==> config.mk <==
export PLATFORM = sky130hd
export DESIGN_NAME = irq_pend_bank
export DESIGN_NICKNAME = d
export VERILOG_FILES = /design/src/rtl/irq_bank_pkg.sv /design/src/rtl/irq_addr_dec.sv /design/src/rtl/irq_line.sv /design/src/rtl/irq_read_mux.sv /design/src/rtl/irq_pend_bank.sv
export SDC_FILE = /design/constraint.sdc
export NUM_CORES = 1
export LEC_CHECK = 0
export ABC_AREA = 1
export BUFFER_PORTS_ARGS = -buffer_cell sky130_fd_sc_hd__buf_2
export CORE_ASPECT_RATIO = 0.6
export CORE_MARGIN = 2
export CORE_UTILIZATION = 35
export CTS_CLUSTER_SIZE = 28
export DETAILED_ROUTE_END_ITERATION = 12
export RECOVER_POWER = 25
export SYNTH_ARGS = -nofsm -noshare
export SYNTH_HDL_FRONTEND = slang
export SYNTH_SLANG_ARGS = --single-unit
==> constraint.sdc <==
create_clock -name clk -period 3.62 [get_ports clk]
set_clock_uncertainty 0.2 [all_clocks]
set_input_delay 0.362 -clock clk [delete_from_list [all_inputs] [get_ports clk]]
set_output_delay 0.362 -clock clk [all_outputs]
set_load 0.01 [all_outputs]
==> src/rtl/irq_bank_pkg.sv <==
package irq_bank_pkg;

  // Which register word an access falls on
  typedef enum logic [2:0] {
    RG_NONE,
    RG_EN_SET,
    RG_EN_CLR,
    RG_PD_SET,
    RG_PD_CLR,
    RG_ACT
  } reg_sel_e;

  // Write strobes derived from a decoded write
  typedef struct packed {
    logic en_set;
    logic en_clr;
    logic pd_set;
    logic pd_clr;
  } wr_strb_t;

endpackage

==> src/rtl/irq_addr_dec.sv <==
module irq_addr_dec
  import irq_bank_pkg::*;
#(
  parameter int ADDR_W = 12,
  parameter logic [ADDR_W-1:0] EN_SET_OFS = 'h000,
  parameter logic [ADDR_W-1:0] EN_CLR_OFS = 'h080,
  parameter logic [ADDR_W-1:0] PD_SET_OFS = 'h100,
  parameter logic [ADDR_W-1:0] PD_CLR_OFS = 'h180,
  parameter logic [ADDR_W-1:0] ACT_OFS    = 'h200
) (
  input  logic [ADDR_W-1:0] addr,
  input  logic              wr,
  output reg_sel_e          sel,
  output wr_strb_t          strb
);

  // Byte lanes inside a word take no part in the decode
  localparam logic [ADDR_W-1:0] ALIGN_MASK = ~(ADDR_W'(3));

  logic [ADDR_W-1:0] word_addr;
  assign word_addr = addr & ALIGN_MASK;

  always_comb begin
    if (word_addr == (EN_SET_OFS & ALIGN_MASK))      sel = RG_EN_SET;
    else if (word_addr == (EN_CLR_OFS & ALIGN_MASK)) sel = RG_EN_CLR;
    else if (word_addr == (PD_SET_OFS & ALIGN_MASK)) sel = RG_PD_SET;
    else if (word_addr == (PD_CLR_OFS & ALIGN_MASK)) sel = RG_PD_CLR;
    else if (word_addr == (ACT_OFS & ALIGN_MASK))    sel = RG_ACT;
    else                                             sel = RG_NONE;
  end

  always_comb begin
    strb = '0;
    if (wr) begin
      case (sel)
        RG_EN_SET: strb.en_set = 1'b1;
        RG_EN_CLR: strb.en_clr = 1'b1;
        RG_PD_SET: strb.pd_set = 1'b1;
        RG_PD_CLR: strb.pd_clr = 1'b1;
        default:   strb = '0;
      endcase
    end
  end

endmodule

==> src/rtl/irq_line.sv <==
module irq_line (
  input  logic clk,
  input  logic rst_n,
  input  logic set_pd,
  input  logic clr_pd,
  input  logic req,
  input  logic ack,
  input  logic done,
  input  logic set_en,
  input  logic clr_en,
  output logic pend,
  output logic act,
  output logic en
);

  // Pending: set sources win over clear sources
  always_ff @(posedge clk or negedge rst_n) begin
    if (!rst_n)               pend <= 1'b0;
    else if (req || set_pd)   pend <= 1'b1;
    else if (clr_pd || ack)   pend <= 1'b0;
  end

  // Active: acknowledge wins over completion
  always_ff @(posedge clk or negedge rst_n) begin
    if (!rst_n)     act <= 1'b0;
    else if (ack)   act <= 1'b1;
    else if (done)  act <= 1'b0;
  end

  always_ff @(posedge clk or negedge rst_n) begin
    if (!rst_n)       en <= 1'b0;
    else if (set_en)  en <= 1'b1;
    else if (clr_en)  en <= 1'b0;
  end

  // request wins over clear and acknowledge
  a_r6_req_sets: assert property (@(posedge clk) disable iff (!rst_n)
    req |=> pend);

  // software set lands
  a_r2_sw_set: assert property (@(posedge clk) disable iff (!rst_n)
    set_pd |=> pend);

  // software clear lands when nothing sets
  a_r3_sw_clear: assert property (@(posedge clk) disable iff (!rst_n)
    (clr_pd && !req && !set_pd) |=> !pend);

  // disabled line still latches a request
  a_r5_disabled_latch: assert property (@(posedge clk) disable iff (!rst_n)
    (!en && (req || set_pd)) |=> pend);

  // software clear does not touch the active flag
  a_r7_clear_keeps_active: assert property (@(posedge clk) disable iff (!rst_n)
    (clr_pd && !ack && !done) |=> (act == $past(act)));

  // acknowledge sets active, done alone clears it
  a_r8_ack_active: assert property (@(posedge clk) disable iff (!rst_n)
    ack |=> act);

  a_r8_done_idle: assert property (@(posedge clk) disable iff (!rst_n)
    (done && !ack) |=> !act);

  // enable follows its strobes
  a_r9_en_set: assert property (@(posedge clk) disable iff (!rst_n)
    set_en |=> en);

endmodule

==> src/rtl/irq_read_mux.sv <==
module irq_read_mux
  import irq_bank_pkg::*;
#(
  parameter int NUM_IRQ = 32,
  parameter int DATA_W  = 32
) (
  input  reg_sel_e           sel,
  input  logic [NUM_IRQ-1:0] pend,
  input  logic [NUM_IRQ-1:0] en,
  input  logic [NUM_IRQ-1:0] act,
  output logic [DATA_W-1:0]  rdata
);

  always_comb begin
    case (sel)
      RG_EN_SET, RG_EN_CLR: rdata = DATA_W'(en);
      RG_PD_SET, RG_PD_CLR: rdata = DATA_W'(pend);
      RG_ACT:               rdata = DATA_W'(act);
      default:              rdata = '0;
    endcase
  end

endmodule

==> src/rtl/irq_pend_bank.sv <==
module irq_pend_bank
  import irq_bank_pkg::*;
#(
  parameter int NUM_IRQ = 32,
  parameter int DATA_W  = 32,
  parameter int ADDR_W  = 12,
  parameter logic [ADDR_W-1:0] EN_SET_OFS = 'h000,
  parameter logic [ADDR_W-1:0] EN_CLR_OFS = 'h080,
  parameter logic [ADDR_W-1:0] PD_SET_OFS = 'h100,
  parameter logic [ADDR_W-1:0] PD_CLR_OFS = 'h180,
  parameter logic [ADDR_W-1:0] ACT_OFS    = 'h200
) (
  input  logic               clk,
  input  logic               rst_n,
  input  logic [ADDR_W-1:0]  bus_addr,
  input  logic               bus_wr,
  input  logic [DATA_W-1:0]  bus_wdata,
  output logic [DATA_W-1:0]  bus_rdata,
  input  logic [NUM_IRQ-1:0] irq_req,
  input  logic [NUM_IRQ-1:0] irq_ack,
  input  logic [NUM_IRQ-1:0] irq_done,
  output logic [NUM_IRQ-1:0] pending_o,
  output logic [NUM_IRQ-1:0] enable_o,
  output logic [NUM_IRQ-1:0] active_o
);

  reg_sel_e sel;
  wr_strb_t strb;

  irq_addr_dec #(
    .ADDR_W    (ADDR_W),
    .EN_SET_OFS(EN_SET_OFS),
    .EN_CLR_OFS(EN_CLR_OFS),
    .PD_SET_OFS(PD_SET_OFS),
    .PD_CLR_OFS(PD_CLR_OFS),
    .ACT_OFS   (ACT_OFS)
  ) u_dec (
    .addr(bus_addr),
    .wr  (bus_wr),
    .sel (sel),
    .strb(strb)
  );

  for (genvar i = 0; i < NUM_IRQ; i++) begin : g_line
    irq_line u_line (
      .clk   (clk),
      .rst_n (rst_n),
      .set_pd(strb.pd_set & bus_wdata[i]),
      .clr_pd(strb.pd_clr & bus_wdata[i]),
      .req   (irq_req[i]),
      .ack   (irq_ack[i]),
      .done  (irq_done[i]),
      .set_en(strb.en_set & bus_wdata[i]),
      .clr_en(strb.en_clr & bus_wdata[i]),
      .pend  (pending_o[i]),
      .act   (active_o[i]),
      .en    (enable_o[i])
    );
  end

  irq_read_mux #(
    .NUM_IRQ(NUM_IRQ),
    .DATA_W (DATA_W)
  ) u_rmux (
    .sel  (sel),
    .pend (pending_o),
    .en   (enable_o),
    .act  (active_o),
    .rdata(bus_rdata)
  );

  // unmapped words read zero
  a_r11_unmapped_zero: assert property (@(posedge clk) disable iff (!rst_n)
    (sel == RG_NONE) |-> (bus_rdata == '0));

  // unmapped writes leave all state alone when no line input moves
  a_r11_unmapped_write: assert property (@(posedge clk) disable iff (!rst_n)
    (bus_wr && sel == RG_NONE && irq_req == '0 && irq_ack == '0 && irq_done == '0)
      |=> ($stable(pending_o) && $stable(enable_o) && $stable(active_o)));

  // writes to the active word change nothing
  a_r10_active_ro: assert property (@(posedge clk) disable iff (!rst_n)
    (bus_wr && sel == RG_ACT && irq_req == '0 && irq_ack == '0 && irq_done == '0)
      |=> ($stable(pending_o) && $stable(enable_o) && $stable(active_o)));

  // the pending aliases read the pending vector
  a_r4_pend_read: assert property (@(posedge clk) disable iff (!rst_n)
    (sel == RG_PD_SET || sel == RG_PD_CLR) |-> (bus_rdata == DATA_W'(pending_o)));

endmodule

==> results of run 1 <==
path summary, 6_finish.rpt:
check	slack, ns	to	from	cells past startpoint
hold reg to reg	0.31	g_line[12].u_line.en	g_line[12].u_line.en	2
hold / removal	0.02	g_line[22].u_line.act	irq_done[22]	2
setup / recovery	0.94	bus_rdata[26]	bus_addr[3]	9
min in group asynchronous	0.60	g_line[13].u_line.act	rst_n	2
max in group asynchronous	1.71	g_line[7].u_line.en	rst_n	3
setup reg to reg	2.69	g_line[27].u_line.pend	g_line[27].u_line.pend	4
through the flow:
stage | cell area, um2 | setup slack, ns | utilization [%] | std cells | power (mW)
after floorplan | 6220 | 1.79 | - | 876 | 1.41
after global placement | 7010 | 0.936 | 40.6 | 1251 | 1.55
after detailed placement | 7010 | 0.940 | 40.6 | 1251 | 1.56
after CTS | 7590 | 0.937 | 43.9 | 1297 | 2.49
after global routing | 7590 | 0.759 | 44.0 | 1298 | 2.60
final | 7590 | 0.945 | 44.0 | 1298 | 2.46
cell families after synthesis:
group                  after synthesis  share of synthesized area (%)
DFF                                 96                           38.6
and+or+nand+nor                    474                           33.8
AOI/OAI and AO/OA                   32                           3.86
buffers and inverters              274                           23.7
area by class of cell:
type	count	area [um2]
tap	234	293
inverter	137	514
timing repair buffer	310	1750
fill	1763	9680
multi-input combinational	506	2370
sequential	96	2400
clock buffer	9	225
clock inverter	6	42.5
cell usage after synthesis:
library cell  number  area [um2]
inv_1            134         503
nor2_2             1        6.26
nand4_1           64         400
clkbuf_1          12        45.0
buf_1              3        11.3
nor2_1            41         154
nor2_4             4        45.0
buf_6              7        78.8
inv_2              3        11.3
dfrtp_1           96        2400
buf_2             16        80.1
nand2_1          264         991
o21bai_1          32         240
nand2_2            3        18.8
buf_4             99         743
nand3_1           97         485
layer usage:
metal  global-route usage [%]  up-vias  wire, um
li1                         -     3003         -
met1                     30.4     2796      9510
met2                     31.3      260      8400
met3                     4.65        6      1630
met4                     3.01        0        79
met5                        0        -         0
state kept, by name, indices dropped and copies added, names as in the netlist:
signal	count
g_line.u_line.act	32
g_line.u_line.en	32
g_line.u_line.pend	32
what timing repair did:
item,in CTS,in global routing
hold buffers,31,1
endpoints found under the hold margin,76,1
setup buffers,0,0
power by group through the flow:
| stage | sequential (mW) | clock (mW) | combinational (mW) |
|---|---|---|---|
| 2_1_floorplan | 1.18 | 0 | 0.230 |
| 3_3_place_gp | 1.19 | 0 | 0.360 |
| 3_5_place_dp | 1.19 | 0 | 0.366 |
| 4_1_cts | 1.17 | 0.932 | 0.392 |
| 5_1_grt | 1.18 | 0.984 | 0.436 |
| 6_report | 1.17 | 0.897 | 0.391 |
==> key figures, run 1 <==
GRT
  • First-pass GRT wire length: between 30000 and 40000 um
  • Initial antenna violation count: 1
  • Congestion Overflow GR: 0
  • Tot GR Track Use: 20.6%
  • Largest net degree at the start of global routing: 65
  • Vias in the first global route: 5653

Setup path
  • Crit path max-delay family: simple AND/OR/NAND/NOR gates
  • CP required: roughly 3.1 ns
  • Slowest cell on the critical path: nand2_2
  • CP endpoint kind: output port
  • Worst EP arrival: 2.11 ns
  • CP Cell Sequence: buf_2 > nor2_1 > nand2_1 > nor2_4 > nand2_2 > nand2_2 > nand2_1 > nand3_1 > buf_2
  • CP Class: input pin to output port
  • Crit path largest cell delay: around 0.6 ns
  • Crit path max fanout: 32
  • CP Buf/Inv Count: 2
  • Setup crit start kind: input pin

Timing
  • Final slew viol count: 0
  • Setup-violating endpoint count in the final report: 0
  • Period utilisation layout: 73.9%
  • Min Hold Slack: 0.0244 ns
  • Final Critical Period: 2.68 ns
  • Unrepaired setup endpoints after global routing: false
  • Relative slew slack: roughly 17%
  • Final Hold Vio Count: 0
  • Slew @ Worst Pin: 1.25 ns
  • Final setup TNS: 0 ns
  • Peak Freq: 374 MHz

Pwr
  • Combinational share of power: 15.9%
  • Leak: 4.45 nW
  • Register share of total power: between 40% and 50%
  • Sw power: 701 uW
  • Pwr dens: 324 mW/mm2
  • Clock share of power: 36.5%
  • Sw frac: 28.5%
  • Pint: 1.76 mW
  • Max IR drop VDD: roughly 0.20 mV

CTS
  • Post-CTS resize count: 0
  • CTS tree: built
  • Skew-Pair Late Insertion Delay: 0.33 ns
  • Total clock sinks: 96
  • Num CTS Buffers: 9
  • Root buffer cell: clkbuf_16
  • CTS clk-pin slew, worst paths: 0.06 ns
  • H-tree depth: 3
  • Max Root-Sink Buffers: 2

Route
  • Iter 0 DRT Violations: 370
  • Wire length per cell: 15.1 um
  • Number of remaining DRC errors: 0
  • Antenna violation net count after detailed routing: 0
  • Vias per inst: 4.67
  • Vias post-DR: 6065
  • Post-Route WL: 19600 um
  • First-pass DRT Iterations: 5

Yosys
  • Synthesized flop and latch total: 96
  • Post-synthesis cell count: 876
  • Synthesized netlist net count: approximately 1k
  • Post-synthesis sequential area ratio: 38.6%
  • Cell Area, Synth: slightly above 0.006 mm2
  • Syn_area_per_cell: 7.10 um2
  • Syn. warnings: 0
  • Synth unique cells: 16

Cells and area
  • Commonest non-fill, non-tap cells in the layout: buf_2, nand2_1, inv_1
  • # nets final: 1203
  • Ant. Diodes: 0
  • Layout cells sized above 1: ~29%
  • Area Growth Syn to Fin: 22.1%
  • Commonest non-fill, non-tap cell in the layout: buf_2

Die
  • Die Area: 0.0189 mm2
  • Core box area: around 0.017 mm2
  • Ports: 271
  • Row cnt: 37
  • Die Y: 107 um
  • DIE WIDTH: ~180 um
  • Initial core utilization: 36.0%

Place
  • Placer congestion estimate: 0.787
  • IO buf count: 268
  • Dpl hpwl: 13500 um

Hold path
  • Hold WC Path Type: input pin to flop

Status
  • Status: finished clean

Flow run
  • Max Cap Viol: 0
Note: power is estimated with default switching activity, not from simulation.
==> inputs of run 2 (changes only) <==
==> constraint.sdc (replaced) <==
create_clock -name clk -period 2.6 [get_ports clk]
set_clock_uncertainty 0.2 [all_clocks]
set_input_delay 0.26 -clock clk [delete_from_list [all_inputs] [get_ports clk]]
set_output_delay 0.26 -clock clk [all_outputs]
set_load 0.01 [all_outputs]
==> run 2 against run 1 <==
  * Design area rose by 18%
  * Core utilization grew 7.9 points
  * Non-clock buffer count rose by 133
  * Wire length rose by 10%
  * Register-to-register slack worse by 1.6 ns
  * First-iteration DRC count is 36% higher
  * Clock-buffer cell count increased by 1
  * Worst setup slack worse by 0.58 ns
  * Hold slack gained 0.29 ns
  * Clock power grew 53%
  * Critical path depth is 1 higher
==> key figures, run 2 (synthesized netlist as in run 1, its figures left out) <==
Pwr
  • Clock share of power: 36.8% (+0.3 points)
  • Sw power: 1.04 mW (+48%)
  • Max IR drop VDD: 0.241 mV (+23%)
  • Leak: 4.88 nW (+9.7%)
  • Pwr dens: 417 mW/mm2 (+29%)
  • Post-layout power: 3.73 mW (+52%)
  • Combinational share of power: 19.5% (+3.6 points)
  • Pint: 2.69 mW (+53%)
  • Sw frac: 27.8% (-0.66 points)
  • Register share of total power: 43.8% (-3.8 points)

Status
  • Status: finished clean

Die
  • Ports: 271 (unchanged)
  • Initial core utilization: 36.0% (unchanged)
  • Die Area: 0.0189 mm2 (unchanged)
  • DIE WIDTH: 176 um (unchanged)
  • Row cnt: 37 (unchanged)
  • Core box area: 0.0173 mm2 (unchanged)
  • Die Y: 107 um (unchanged)

Place
  • Placed cells: 1255 (+0.32%)
  • Placer congestion estimate: 0.762 (-3.2%)
  • IO buf count: 268 (unchanged)
  • Dpl hpwl: 13800 um (+1.7%)
  • Placed Area: 0.00709 mm2 (+1.1%)

CTS
  • CTS tree: built
  • Num CTS Buffers: 9 (unchanged)
  • Hold buffer count at CTS: 161 (+420%)
  • Max Root-Sink Buffers: 2 (unchanged)
  • Post-CTS Setup Inserts: 0 (unchanged)
  • CTS clk-pin slew, worst paths: 0.07 ns (about the same)
  • Post-CTS resize count: 0 (unchanged)
  • H-tree depth: 3 (unchanged)
  • Skew-Pair Late Insertion Delay: 0.34 ns (about the same)
  • Total clock sinks: 96 (unchanged)
  • Root buffer cell: clkbuf_16

Cells and area
  • Area Growth Syn to Fin: 44.0%
  • Layout filler cell count: 1661 (-5.8%)
  • # nets final: 1336 (+11%)
  • Layout cells sized above 1: 22.8% (-5.9 points)
  • Commonest non-fill, non-tap cell in the layout: nand2_1
  • Final core occ: 51.8% (+7.9 points)
  • Biggest regs: g_line.u_line.act: 32 flops, g_line.u_line.en: 32 flops, g_line.u_line.pend: 32 flops
  • Layout Cells excl Fill: 1433 (+10%)
  • Commonest non-fill, non-tap cells in the layout: nand2_1, buf_2, dlygate4sd3_1
  • Finished Cell Area: 0.00895 mm2 (+18%)

Route
  • Iter 0 DRT Violations: 503 (+36%)
  • Vias per inst: 4.71 (+0.72%)
  • Post-Route WL: 21600 um (+10%)
  • Antenna violation net count after detailed routing: 0 (unchanged)
  • First-pass DRT Iterations: 4 (-1)
  • Wire length per cell: 15.1 um (-0.19%)
  • Vias post-DR: 6744 (+11%)
  • Number of remaining DRC errors: 0 (unchanged)

Setup path
  • CP required: 2.14 ns (-0.92 ns)
  • CP endpoint kind: output port
  • Worst EP arrival: 1.78 ns (-0.33 ns)
  • Setup slack, reg-to-reg: 1.11 ns (-1.58 ns)
  • Reg2reg start: g_line[16].u_line.pend
  • Reg2Reg Capture Point: g_line[16].u_line.pend
  • Crit path largest cell delay: 0.24 ns (-0.37 ns)
  • Setup crit start kind: input pin
  • Crit path max-delay family: simple AND/OR/NAND/NOR gates
  • CP Class: input pin to output port
  • CP Cell Sequence: buf_2 > nor2_1 > nand2_1 > nor2_4 > nand2_2 > nand2_2 > buf_4 > nand2_1 > nand3_1 > buf_2
  • R2R depth: 5 (+1)
  • Slowest cell on the critical path: nand2_2
  • Crit path max fanout: 10 (-69%)
  • CP Buf/Inv Count: 3 (+1)

GRT
  • First-pass GRT wire length: 33800 um (+11%)
  • Initial antenna violation count: 1 (unchanged)
  • Vias in the first global route: 6498 (+15%)
  • Largest net degree at the start of global routing: 65 (unchanged)
  • Congestion Overflow GR: 0 (unchanged)
  • Tot GR Track Use: 22.7% (+2.1 points)

Timing
  • Period utilisation layout: between 80 and 90%
  • Setup-violating endpoint count in the final report: 0 (unchanged)
  • Final setup TNS: 0 ns (unchanged)
  • Final Hold Vio Count: 0 (unchanged)
  • Peak Freq: 447 MHz
  • Final Critical Period: around 2.2 ns
  • Final slew viol count: 0 (unchanged)
  • Unrepaired setup endpoints after global routing: false
  • Relative slew slack: 22.2% (+5.2 points)
  • Slew @ Worst Pin: 1.17 ns (-0.0780 ns)

Hold path
  • Hold Path Sink: g_line[6].u_line.en
  • Cell count of the worst hold path: 2 (unchanged)
  • Hold WC Path Type: flop to flop
  • Hold Startpoint: g_line[6].u_line.en

Flow run
  • Max Cap Viol: 0 (unchanged)
[run 2: cell types whose count changed in the layout (fill, tap and decap cells not counted), sizes merged]
| cell | delta |
|---|---|
| clkinvlp | -1 |
| bufinv | +1 |
| clkinv | +1 |
| diode | +1 |
| dlygate4sd3 | +129 |
| buf | -32 |
| clkbuf | +37 |
| inv | -1 |
[run 2: power by group through the flow]
stage | Combinational [mW] | Clock, mW | Sequential, mW
after floorplan | 0.320 | 0 | 1.64
after global placement | 0.504 | 0 | 1.66
after detailed placement | 0.512 | 0 | 1.66
after CTS | 0.721 | 1.43 | 1.63
after global routing | 0.795 | 1.48 | 1.64
final | 0.727 | 1.37 | 1.63
[run 2: metal layers]
layer | global-route usage (%) | part of all wire, % | up-vias
li1 | - | - | 3269
met1 | 31.6 | 46 | 3162
met3 | 4.26 | 7.8 | 14
met5 | 0 | 0 | -
met4 | 4.72 | 0.92 | 0
met2 | 36.9 | 45 | 299
[run 2: area by class of cell]
cell class,instances,area [um2],area share [%]
Sequential cell,96,2400,26.8
Clock buffer,10,229,2.56
Clock inverter,6,68.8,0.769
Inverter,137,514,5.75
Antenna cell,1,2.50,0.0280
Tap cell,234,293,3.27
Timing Repair Buffer,443,3070,34.3
Multi-Input combinational cell,506,2370,26.5
[run 2: how the worst max path moves through the flow]
stage | start | to | slack, ns | cells past startpoint
3_3_place_gp | bus_addr[3] | bus_rdata[6] | 0.36 | 10
4_1_cts | bus_addr[3] | bus_rdata[3] | 0.36 | 10
3_5_place_dp | bus_addr[3] | g_line[10].u_line.en | 0.35 | 9
6_report | bus_addr[3] | bus_rdata[27] | 0.36 | 10
2_1_floorplan | bus_addr[5] | bus_rdata[10] | 0.97 | 8
5_1_grt | bus_addr[3] | bus_rdata[3] | 0.27 | 10
[run 2: metrics by stage]
stage          setup WS [ns]  hold slack [ns]
2_1_floorplan          0.972           -0.236
3_3_place_gp           0.360           0.0984
3_5_place_dp           0.352           0.0975
4_1_cts                0.364            0.267
5_1_grt                0.274            0.330
6_report               0.364            0.314
[run 2: worst reg2reg max path, cell delays in order (launching register included)]
cell and delay (ns):
dfrtp_1 0.40, inv_1 0.06, nor2_1 0.04, nand2_1 0.06, nand2_1 0.06, dlygate4sd3_1 0.56
==> inputs of run 3 (changes only) <==
--- a/config.mk
+++ b/config.mk
@@ -9,10 +9,12 @@
 export BUFFER_PORTS_ARGS = -buffer_cell sky130_fd_sc_hd__buf_2
 export CORE_ASPECT_RATIO = 0.6
 export CORE_MARGIN = 2
-export CORE_UTILIZATION = 35
+export CORE_UTILIZATION = 49
 export CTS_CLUSTER_SIZE = 28
 export DETAILED_ROUTE_END_ITERATION = 12
+export PLACE_DENSITY = 0.82
 export RECOVER_POWER = 25
+export REMOVE_ABC_BUFFERS = 1
 export SYNTH_ARGS = -nofsm -noshare
 export SYNTH_HDL_FRONTEND = slang
 export SYNTH_SLANG_ARGS = --single-unit
==> run 3 against run 2 <==
  * Global-route usage increased by 10 points
  * Critical path depth down 1
  * Non-clock buffer count fell by 8
  * Hold slack got worse by 0.30 ns
  * Highest routed layer unchanged
==> key figures, run 3 (synthesized netlist as in run 1, its figures left out) <==
Die
  • Core box area: 0.0122 mm2 (-29%)
  • Die Y: 91.2 um (-15%)
  • Die Area: 0.0136 mm2 (-28%)
  • Initial core utilization: 50.9% (+15 points)
  • DIE WIDTH: 149 um (-15%)
  • Ports: 271 (unchanged)
  • Row cnt: 31 (-16%)

Flow run
  • Max Cap Viol: 0 (unchanged)

Setup path
  • CP Cell Sequence: buf_2 > nor2_4 > buf_4 > nand2_1 > nand2_2 > buf_12 > nand2_1 > nand3_1 > buf_2
  • Crit path max-delay family: buffers and inverters
  • CP Buf/Inv Count: 4 (+1)
  • Crit path largest cell delay: 0.42 ns (+0.18 ns)
  • Worst EP arrival: 1.80 ns (+0.02 ns)
  • Crit path max fanout: 33 (+23)
  • CP required: 2.14 ns (about the same)
  • Setup crit start kind: input pin
  • Slowest cell on the critical path: buf_4
  • CP endpoint kind: output port
  • CP Class: input pin to output port

Cells and area
  • Commonest non-fill, non-tap cells in the layout: nand2_1, buf_2, dlygate4sd3_1
  • Layout cells sized above 1: 25.4% (+2.6 points)
  • Commonest non-fill, non-tap cell in the layout: nand2_1
  • Ant. Diodes: 0 (-1)
  • Area Growth Syn to Fin: 42.0%
  • # nets final: 1328 (-0.60%)
  • Final core occ: 72.2% (+20 points)
  • Biggest regs: g_line.u_line.act: 32 flops, g_line.u_line.en: 32 flops, g_line.u_line.pend: 32 flops

Timing
  • Final slew viol count: 0 (unchanged)
  • Slew @ Worst Pin: 1.13 ns (-0.0391 ns)
  • Unrepaired setup endpoints after global routing: false
  • Setup-violating endpoint count in the final report: 0 (unchanged)
  • Setup slack after layout: 0.340 ns (-0.0238 ns)
  • Final Hold Vio Count: 0 (unchanged)
  • Period utilisation layout: 86.9% (+0.92 points)
  • Final Critical Period: 2.26 ns (+0.0238 ns)
  • Peak Freq: 442 MHz (-1.1%)
  • Relative slew slack: 24.8% (+2.6 points)

GRT
  • Vias in the first global route: 7061 (+8.7%)
  • First-pass GRT wire length: 35300 um (+4.7%)
  • Initial antenna violation count: 0 (-1)
  • Tot GR Track Use: 33.0% (+10 points)
  • Largest net degree at the start of global routing: 65 (unchanged)
  • Congestion Overflow GR: 0 (unchanged)

Place
  • IO buf count: 268 (unchanged)
  • Placement Setup Slack: 0.422 ns (+0.0694 ns)
  • Placer congestion estimate: 0.800 (+5.0%)
  • Dpl hpwl: 13200 um (-4.2%)

Route
  • Antenna violation net count after detailed routing: 0 (unchanged)
  • First-pass DRT Iterations: 5 (+1)
  • Vias per inst: 5.29 (+12%)
  • Iter 0 DRT Violations: 498 (-0.99%)
  • Vias post-DR: 7172 (+6.3%)
  • Post-Route WL: 22700 um (+5.0%)
  • Wire length per cell: 16.8 um (+11%)
  • Number of remaining DRC errors: 0 (unchanged)

CTS
  • H-tree depth: 3 (unchanged)
  • Root buffer cell: clkbuf_16
  • Total clock sinks: 96 (unchanged)
  • Post-CTS resize count: 0 (unchanged)
  • CTS clk-pin slew, worst paths: 0.07 ns (about the same)
  • Max Root-Sink Buffers: 2 (unchanged)
  • Num CTS Buffers: 9 (unchanged)
  • CTS tree: built
  • Post-CTS Setup Inserts: 0 (unchanged)
  • Skew-Pair Late Insertion Delay: 0.33 ns (about the same)

Pwr
  • Max IR drop VDD: 0.285 mV (+18%)
  • Pwr dens: 434 mW/mm2 (+4.0%)
  • Leak: 4.94 nW (+1.2%)

Hold path
  • Hold WC Path Type: input pin to flop

Status
  • Status: finished clean
==> run 3: cell count changes in the layout (fill, tap and decap cells not counted), moves of 2 or more <==
cell           change
buf_4              +2
dlygate4sd3_1      -9
buf_2             +28
clkbuf_1          -28
==> run 3: path summary, 6_finish.rpt <==
kind / start / end / slack [ns] / cells past startpoint
setup / recovery: bus_addr[11] / bus_rdata[6] / 0.34 / 9
min in group asynchronous: rst_n / g_line[14].u_line.pend / 0.18 / 2
setup reg to reg: g_line[14].u_line.pend / g_line[14].u_line.pend / 1.02 / 5
hold reg to reg: g_line[23].u_line.en / g_line[23].u_line.en / 0.31 / 2
hold / removal: irq_ack[3] / g_line[3].u_line.pend / 0.01 / 4
max in group asynchronous: rst_n / g_line[10].u_line.pend / 0.60 / 3
==> run 3: per-layer routing <==
metal  GRT usage, %  up-vias  wire (um)
met5              0        -          0
li1               -     3250          -
met2           55.2      546      10600
met1           41.1     3286       8710
met4           12.9        0        721
met3           8.19       90       2690
==> run 3: repair_timing <==
action,in CTS,in global routing
hold buffers,152,0
setup endpoints to repair,0,0
hold endpoints to repair,120,0
==> run 3: report_power, final <==
part	internal, mW	switching [mW]
Clock	0.852	0.600
Combinational	0.370	0.373
Sequential	1.57	0.0668
Total	2.79	1.04
==> run 3: worst min-delay path, delay by kind of cell <==
kind	cells	cell delay [ns]
buffers and inverters	1	0.09
AND/OR/NAND/NOR	3	0.16
==> run 3: final cells by class <==
| class | instances | area (um2) |
|---|---|---|
| well taps | 165 | 206 |
| inverters | 137 | 514 |
| clock buffers | 10 | 229 |
| clock inverters | 6 | 91.3 |
| fillers | 874 | 3390 |
| repair buffers | 435 | 3010 |
| multi-input cells | 506 | 2370 |
| flip-flops and latches | 96 | 2400 |
==> run 3: through the flow <==
stage	hold WS (ns)	power, mW	setup TNS, ns	cell area [um2]	cells
6_report	0.0103	3.83	0	8820	1355
5_1_grt	0.0123	3.99	0	8820	1355
4_1_cts	0.00211	3.81	0	8850	1355
3_5_place_dp	0.00653	2.17	0	7010	1187
3_3_place_gp	0.00472	2.15	0	7010	1187
2_1_floorplan	-0.236	1.84	-10.94	5260	739
